===== config.mk =====
export PLATFORM = sky130hd
export DESIGN_NAME = obuf_irq_arbiter
export DESIGN_NICKNAME = d
export VERILOG_FILES = /design/src/rtl/obuf_arb_pkg.sv /design/src/rtl/obuf_src_hold.sv /design/src/rtl/obuf_mode_reg.sv /design/src/rtl/obuf_flag_gen.sv /design/src/rtl/obuf_irq_arbiter.sv
export SDC_FILE = /design/constraint.sdc
export NUM_CORES = 1
export LEC_CHECK = 0
export BUFFER_PORTS_ARGS = -buffer_cell sky130_fd_sc_hd__buf_2
export CORE_MARGIN = 1.5
export CORE_UTILIZATION = 40
export CTS_CLUSTER_SIZE = 30
export DETAILED_ROUTE_END_ITERATION = 8
export PLACE_DENSITY = 0.83
export SETUP_SLACK_MARGIN = 0.2
export SLEW_MARGIN = 25
export SYNTH_ARGS = -nofsm -noshare
export SYNTH_HDL_FRONTEND = slang
export SYNTH_HIERARCHICAL = 1
export SYNTH_SLANG_ARGS = --single-unit

===== constraint.sdc =====
create_clock -name clk -period 3.5 [get_ports clk]
set_input_delay 0 -clock clk [delete_from_list [all_inputs] [get_ports clk]]
set_output_delay 0 -clock clk [all_outputs]
set_load 0.02 [all_outputs]

===== src/rtl/obuf_arb_pkg.sv =====
package obuf_arb_pkg;
  localparam int DATA_W = 8;
  localparam int MODE_W = 8;
  localparam int NSRC   = 2;

  // channel indices inside the pending mask
  localparam int SRC_KEY = 0;
  localparam int SRC_AUX = 1;

  // mode bits consulted by the arbiter
  localparam int MB_KEY_IRQ_EN = 0;
  localparam int MB_AUX_IRQ_EN = 1;
  localparam int MB_KEY_OFF    = 4;

  // status and output-port flag positions
  localparam int ST_ANY_FULL = 0;
  localparam int ST_AUX_FULL = 5;
  localparam int OP_ANY_FULL = 4;
  localparam int OP_AUX_FULL = 5;

  typedef logic [NSRC-1:0] pend_t;
  localparam pend_t PEND_AUX_ONLY = pend_t'(1 << SRC_AUX);
endpackage


===== src/rtl/obuf_src_hold.sv =====
module obuf_src_hold #(
  parameter int DW = 8
) (
  input  logic          clk,
  input  logic          rst,
  input  logic          load,
  input  logic [DW-1:0] load_byte,
  input  logic          pop,
  output logic          valid,
  output logic [DW-1:0] byte_q
);
  always_ff @(posedge clk) begin
    if (rst) begin
      valid  <= 1'b0;
      byte_q <= '0;
    end else if (load) begin
      valid  <= 1'b1;
      byte_q <= load_byte;
    end else if (pop) begin
      valid  <= 1'b0;
    end
  end


  pop_clears_chk: assert property (@(posedge clk) disable iff (rst)
    (pop && !load) |=> !valid);


  load_sets_chk: assert property (@(posedge clk) disable iff (rst)
    load |=> (valid && byte_q == $past(load_byte)));
endmodule


===== src/rtl/obuf_mode_reg.sv =====
module obuf_mode_reg #(
  parameter int               MW      = 8,
  parameter logic [MW-1:0]    RST_VAL = 8'h03,
  parameter int               OFF_BIT = 4
) (
  input  logic          clk,
  input  logic          rst,
  input  logic          wr,
  input  logic [MW-1:0] wdata,
  input  logic          if_off,
  input  logic          if_on,
  output logic [MW-1:0] mode_q
);
  always_ff @(posedge clk) begin
    if (rst)          mode_q <= RST_VAL;
    else if (wr)      mode_q <= wdata;
    else if (if_off)  mode_q[OFF_BIT] <= 1'b1;
    else if (if_on)   mode_q[OFF_BIT] <= 1'b0;
  end


  off_sets_chk: assert property (@(posedge clk) disable iff (rst)
    (if_off && !wr) |=> mode_q[OFF_BIT]);


  on_clears_chk: assert property (@(posedge clk) disable iff (rst)
    (if_on && !if_off && !wr) |=> !mode_q[OFF_BIT]);
endmodule


===== src/rtl/obuf_flag_gen.sv =====
module obuf_flag_gen
  import obuf_arb_pkg::*;
#(
  parameter int MW = MODE_W,
  parameter int SW = 8
) (
  input  logic          clk,
  input  logic          rst,
  input  pend_t         pend,
  input  logic [MW-1:0] mode,
  output logic [SW-1:0] stat_q,
  output logic [SW-1:0] outp_q,
  output logic          irq_key_q,
  output logic          irq_aux_q
);
  logic any_full, aux_only;
  logic key_irq_d, aux_irq_d;
  logic [SW-1:0] stat_d, outp_d;

  always_comb begin
    any_full  = |pend;
    aux_only  = (pend == PEND_AUX_ONLY);
    aux_irq_d = aux_only && mode[MB_AUX_IRQ_EN];
    key_irq_d = any_full && !aux_only && mode[MB_KEY_IRQ_EN] && !mode[MB_KEY_OFF];
    stat_d = '0;
    outp_d = '0;
    stat_d[ST_ANY_FULL] = any_full;
    stat_d[ST_AUX_FULL] = aux_only;
    outp_d[OP_ANY_FULL] = any_full;
    outp_d[OP_AUX_FULL] = aux_only;
  end

  always_ff @(posedge clk) begin
    if (rst) begin
      stat_q    <= '0;
      outp_q    <= '0;
      irq_key_q <= 1'b0;
      irq_aux_q <= 1'b0;
    end else begin
      stat_q    <= stat_d;
      outp_q    <= outp_d;
      irq_key_q <= key_irq_d;
      irq_aux_q <= aux_irq_d;
    end
  end


  irq_excl_chk: assert property (@(posedge clk) disable iff (rst)
    $onehot0({irq_key_q, irq_aux_q}));


  aux_irq_src_chk: assert property (@(posedge clk) disable iff (rst)
    pend != PEND_AUX_ONLY |=> !irq_aux_q);


  aux_flag_nest_chk: assert property (@(posedge clk) disable iff (rst)
    stat_q[ST_AUX_FULL] |-> stat_q[ST_ANY_FULL]);


  key_masked_chk: assert property (@(posedge clk) disable iff (rst)
    mode[MB_KEY_OFF] |=> !irq_key_q);
endmodule


===== src/rtl/obuf_irq_arbiter.sv =====
module obuf_irq_arbiter
  import obuf_arb_pkg::*;
#(
  parameter int               DW       = DATA_W,
  parameter int               MW       = MODE_W,
  parameter int               SW       = 8,
  parameter logic [MW-1:0]    MODE_RST = 8'h03
) (
  input  logic          clk,
  input  logic          rst,
  input  logic          key_load,
  input  logic [DW-1:0] key_byte,
  input  logic          aux_load,
  input  logic [DW-1:0] aux_byte,
  input  logic          host_rd,
  output logic [DW-1:0] host_rd_data,
  input  logic          mode_wr,
  input  logic [MW-1:0] mode_wdata,
  input  logic          key_if_off,
  input  logic          key_if_on,
  output logic [MW-1:0] mode_val,
  output logic [1:0]    pend_mask,
  output logic [SW-1:0] stat_bits,
  output logic [SW-1:0] outp_bits,
  output logic          irq_key,
  output logic          irq_aux
);
  logic [NSRC-1:0]         src_load;
  logic [NSRC-1:0][DW-1:0] src_in;
  logic [NSRC-1:0]         src_pop;
  logic [NSRC-1:0][DW-1:0] src_byte;
  pend_t                   pend;
  logic                    pick_aux;

  assign src_load[SRC_KEY] = key_load;
  assign src_load[SRC_AUX] = aux_load;
  assign src_in[SRC_KEY]   = key_byte;
  assign src_in[SRC_AUX]   = aux_byte;

  assign pick_aux               = (pend == PEND_AUX_ONLY);
  assign src_pop[SRC_AUX]       = host_rd && pick_aux;
  assign src_pop[SRC_KEY]       = host_rd && !pick_aux;

  for (genvar g = 0; g < NSRC; g++) begin : g_src
    obuf_src_hold #(.DW(DW)) hold_i (
      .clk       (clk),
      .rst       (rst),
      .load      (src_load[g]),
      .load_byte (src_in[g]),
      .pop       (src_pop[g]),
      .valid     (pend[g]),
      .byte_q    (src_byte[g])
    );
  end

  assign host_rd_data = pick_aux ? src_byte[SRC_AUX] : src_byte[SRC_KEY];
  assign pend_mask    = pend;

  obuf_mode_reg #(.MW(MW), .RST_VAL(MODE_RST), .OFF_BIT(MB_KEY_OFF)) mode_i (
    .clk    (clk),
    .rst    (rst),
    .wr     (mode_wr),
    .wdata  (mode_wdata),
    .if_off (key_if_off),
    .if_on  (key_if_on),
    .mode_q (mode_val)
  );

  obuf_flag_gen #(.MW(MW), .SW(SW)) flags_i (
    .clk       (clk),
    .rst       (rst),
    .pend      (pend),
    .mode      (mode_val),
    .stat_q    (stat_bits),
    .outp_q    (outp_bits),
    .irq_key_q (irq_key),
    .irq_aux_q (irq_aux)
  );


  rd_steer_chk: assert property (@(posedge clk) disable iff (rst)
    (pend == 2'b11) |-> host_rd_data == src_byte[SRC_KEY]);


  rd_key_first_chk: assert property (@(posedge clk) disable iff (rst)
    (host_rd && pend == 2'b11 && !key_load && !aux_load) |=> pend == 2'b10);
endmodule


==> reports/qor.txt <==
STA
-------------------------------------------------------------------------------
Setup Skew .......................................................      1.85 ps
Tcrit/Tclk final .................................................        45.8%
Worst slew margin ................................................        65.8%
Count of final setup violators ...................................            0
Setup TNS Final ..................................................         0 ps
Final critical-path setup slack ..................................      1900 ps
Worst Tran Pin Value .............................................       513 ps
Number of endpoints with negative hold slack in the final report .            0
Number of max-slew violations in the final report ................            0
Fmax .............................................................    0.623 GHz
Final critical delay including setup and external delays .........      1600 ps
Unrepaired setup endpoints after global routing ..................        false

CLOCK TREE
-------------------------------------------------------------------------------
Clock Sinks ......................................................           30
Clock Pin Slew Worst Setup and Hold Paths ........................        80 ps
Maximum buffer depth of the clock tree ...........................            2
CTS root buf ..................................................... sky130_fd_sc_hd__clkbuf_4
Later-pin clock latency in the skew report .......................       310 ps
Setup repair bufs after CTS ......................................            0
Depth of the CTS H-tree ..........................................            2
TritonCTS clock tree .............................................        built
Number of buffers added by the clock tree synthesis step .........            5

GLOBAL ROUTING
-------------------------------------------------------------------------------
GRT Overall Usage ................................................        16.2%
Vias in the first global route ...................................         1072
Wire length of the first global-routing pass ..................... 4290 microns
Initial antenna violation count ..................................            0
Maximum number of pins on one net before global-route repair .....           31
Global-route congestion overflow total ...........................            0

DIE
-------------------------------------------------------------------------------
Die Width ........................................................ 60.9 microns
Floorplan row count ..............................................           20
IO Pins ..........................................................           68
Die Outline Area .................................................   3710 sq um
Die Y ............................................................ 60.9 microns
Starting utilization of the core area ............................        42.9%
Core region area .................................................   3130 sq um

CRITICAL PATH
-------------------------------------------------------------------------------
Critical path fanouts, max .......................................           10
Sort of element at the start of the critical path ................     register
Depth of the worst register-to-register path .....................            4
Type of the setup path with the least slack ......................      reg2out
Data required time at the worst endpoint .........................      3500 ps
WP data arrival ..................................................      1600 ps
Kind of capture point of the worst setup path ....................  output port

YOSYS
-------------------------------------------------------------------------------
Main flop type after synthesis ................................... sky130_fd_sc_hd__dfxtp_1
Fraction of the yosys area taken by sequential cells .............        44.8%
Post-synthesis instance area .....................................   1340 sq um
Flip-flop and latch count after synthesis ........................           30
Number of synthesis warnings .....................................            6
Number of synthesized flops with an enable pin ...................            0
Count of mapped cells out of synthesis ...........................          123
Netlist cell types ...............................................           22
Per-instance average area after synthesis ........................   10.9 sq um
Ys async rst share ...............................................           0%

CELLS AND AREA
-------------------------------------------------------------------------------
Top library cells by usage in the layout, fill and taps aside .... sky130_fd_sc_hd__buf_2, sky130_fd_sc_hd__dfxtp_1, sky130_fd_sc_hd__dlygate4sd3_1, sky130_fd_sc_hd__mux2i_1, sky130_fd_sc_hd__nor2_1
Synth-to-Final Area Change .......................................        37.5%
Layout net count .................................................          232
ANT cells ........................................................            0
Most common cell after layout, fill and taps aside ............... sky130_fd_sc_hd__buf_2
Sequential Area ..................................................    601 sq um
Share of post-route cells with drive strength above 1 ............        38.0%
Area of combinational cells with multiple inputs .................    607 sq um
Layout filler cell count .........................................          272

DRT
-------------------------------------------------------------------------------
Total vias in the final route ....................................         1072
Initial drt markers ..............................................           25
Routed length per placed instance ................................ 11.5 microns
Vias/cell ........................................................         4.39
First-pass DRT Iterations ........................................            4
Antenna Violating Nets Remaining .................................            0
Total detailed-routing wirelength ................................ 2810 microns
DRC violation count after routing ................................            0

PLACED DESIGN
-------------------------------------------------------------------------------
Final weighted congestion in routability-driven placement ........        0.691
Detailed placement HPWL .......................................... 1800 microns
Worst slack, placed ..............................................      2130 ps
PortBufs .........................................................           55

OUTCOME
-------------------------------------------------------------------------------
Outcome ..........................................................    completed

POWER AND IR DROP
-------------------------------------------------------------------------------
Power density cells ..............................................  386 nW/um^2
Worst voltage drop across the vdd grid ...........................   0.000258 V
Leak Pwr .........................................................  0.000944 uW

WORST HOLD PATH
-------------------------------------------------------------------------------
Class of the tightest hold or removal check ......................       in2reg
Worst hold stages ................................................            3

JOB
-------------------------------------------------------------------------------
Count of max-cap constraint violations ...........................            0

[report_power, final]
part	internal, uW	switching (uW)
combinational	77.4	79.0
clock	75.6	104
sequential	362	12.8
[what timing repair did]
action / in CTS / in global routing
endpoints found under the setup margin: 0 / 0
hold buffers: 25 / 0
hold endpoints to repair: 24 / 0
gates resized for setup: 0 / 0
[Yosys cell counts (2+ instances only)]
| cell | number | area share [%] |
|---|---|---|
| sky130_fd_sc_hd__dfxtp_1 | 30 | 45 |
| sky130_fd_sc_hd__mux2i_1 | 21 | 16 |
| sky130_fd_sc_hd__nor2_1 | 21 | 5.9 |
| sky130_fd_sc_hd__buf_4 | 14 | 7.8 |
| sky130_fd_sc_hd__mux2_4 | 8 | 9.0 |
| sky130_fd_sc_hd__buf_6 | 4 | 3.4 |
| sky130_fd_sc_hd__inv_1 | 3 | 0.84 |
| sky130_fd_sc_hd__nand2b_1 | 3 | 1.4 |
| sky130_fd_sc_hd__a211o_1 | 2 | 1.3 |
| sky130_fd_sc_hd__a21oi_1 | 2 | 0.75 |
| sky130_fd_sc_hd__and4bb_2 | 2 | 1.9 |
| sky130_fd_sc_hd__clkbuf_2 | 2 | 0.75 |
| sky130_fd_sc_hd__nor2b_1 | 2 | 0.93 |
[sequential cells by signal (all words and copies together), names as in the netlist]
name / flops
flags_i/irq_key_q: 1
mode_i/mode_q: 8
flags_i/irq_aux_q: 1
g_src.hold_i/valid: 2
flags_i/outp_q: 2
g_src.hold_i/byte_q: 16
[critical path, cell delays in order, from the launching register on]
cell,delay [ps]
sky130_fd_sc_hd__dfxtp_1,410
sky130_fd_sc_hd__nor2b_4,380
sky130_fd_sc_hd__mux2_4,340
sky130_fd_sc_hd__buf_2,160
[cells by family (layout without fill, tap and decap cells)]
family | after synthesis | in the layout | synth area share (%)
muxes | 29 | 29 | 24.6
AOI/OAI and AO/OA | 6 | 6 | 3.92
other | 1 | 12 | 0.280
buffers and inverters | 24 | 90 | 13.1
and+or+nand+nor | 33 | 33 | 13.3
DFF | 30 | 30 | 44.8
[layout make-up]
type	count	area share (%)
multi-input cells	80	32.9
flip-flops and latches	30	32.6
repair buffers	80	28.5
well taps	44	2.99
clock buffers	7	2.44
inverters	3	0.611
[metal layers]
metal	vias to the layer above	track usage, %	wire length (microns)
met4	0	4.66	21
li1	538	-	-
met1	471	16.2	1150
met2	59	30.0	1360
met3	4	7.25	271
met5	-	0	0
[path summary, 6_finish.rpt]
| check | slack (ps) | from | end |
|---|---|---|---|
| max | 1900 | g_src[1].hold_i/valid$_SDFFE_PP0P_ | host_rd_data[3] |
| min | 50 | key_load | g_src[0].hold_i/valid$_SDFFE_PP0P_ |
| max reg2reg | 2100 | g_src[1].hold_i/valid$_SDFFE_PP0P_ | g_src[0].hold_i/valid$_SDFFE_PP0P_ |
| min reg2reg | 500 | g_src[0].hold_i/byte_q[1]$_SDFFE_PP0P_ | g_src[0].hold_i/byte_q[1]$_SDFFE_PP0P_ |
[per-stage QoR]
step	hold slack (ps)	area, sq um	cells	total power, uW	util [%]
6_report	50.1	1840	244	711	59.0
5_1_grt	55.2	1840	244	752	59.0
4_1_cts	35.1	1840	244	719	59.0
3_5_place_dp	218	1550	212	517	49.5
3_3_place_gp	210	1550	212	515	49.5
2_1_floorplan	75.8	1380	134	490	-
No activity file was read; power rests on OpenSTA's default activity.
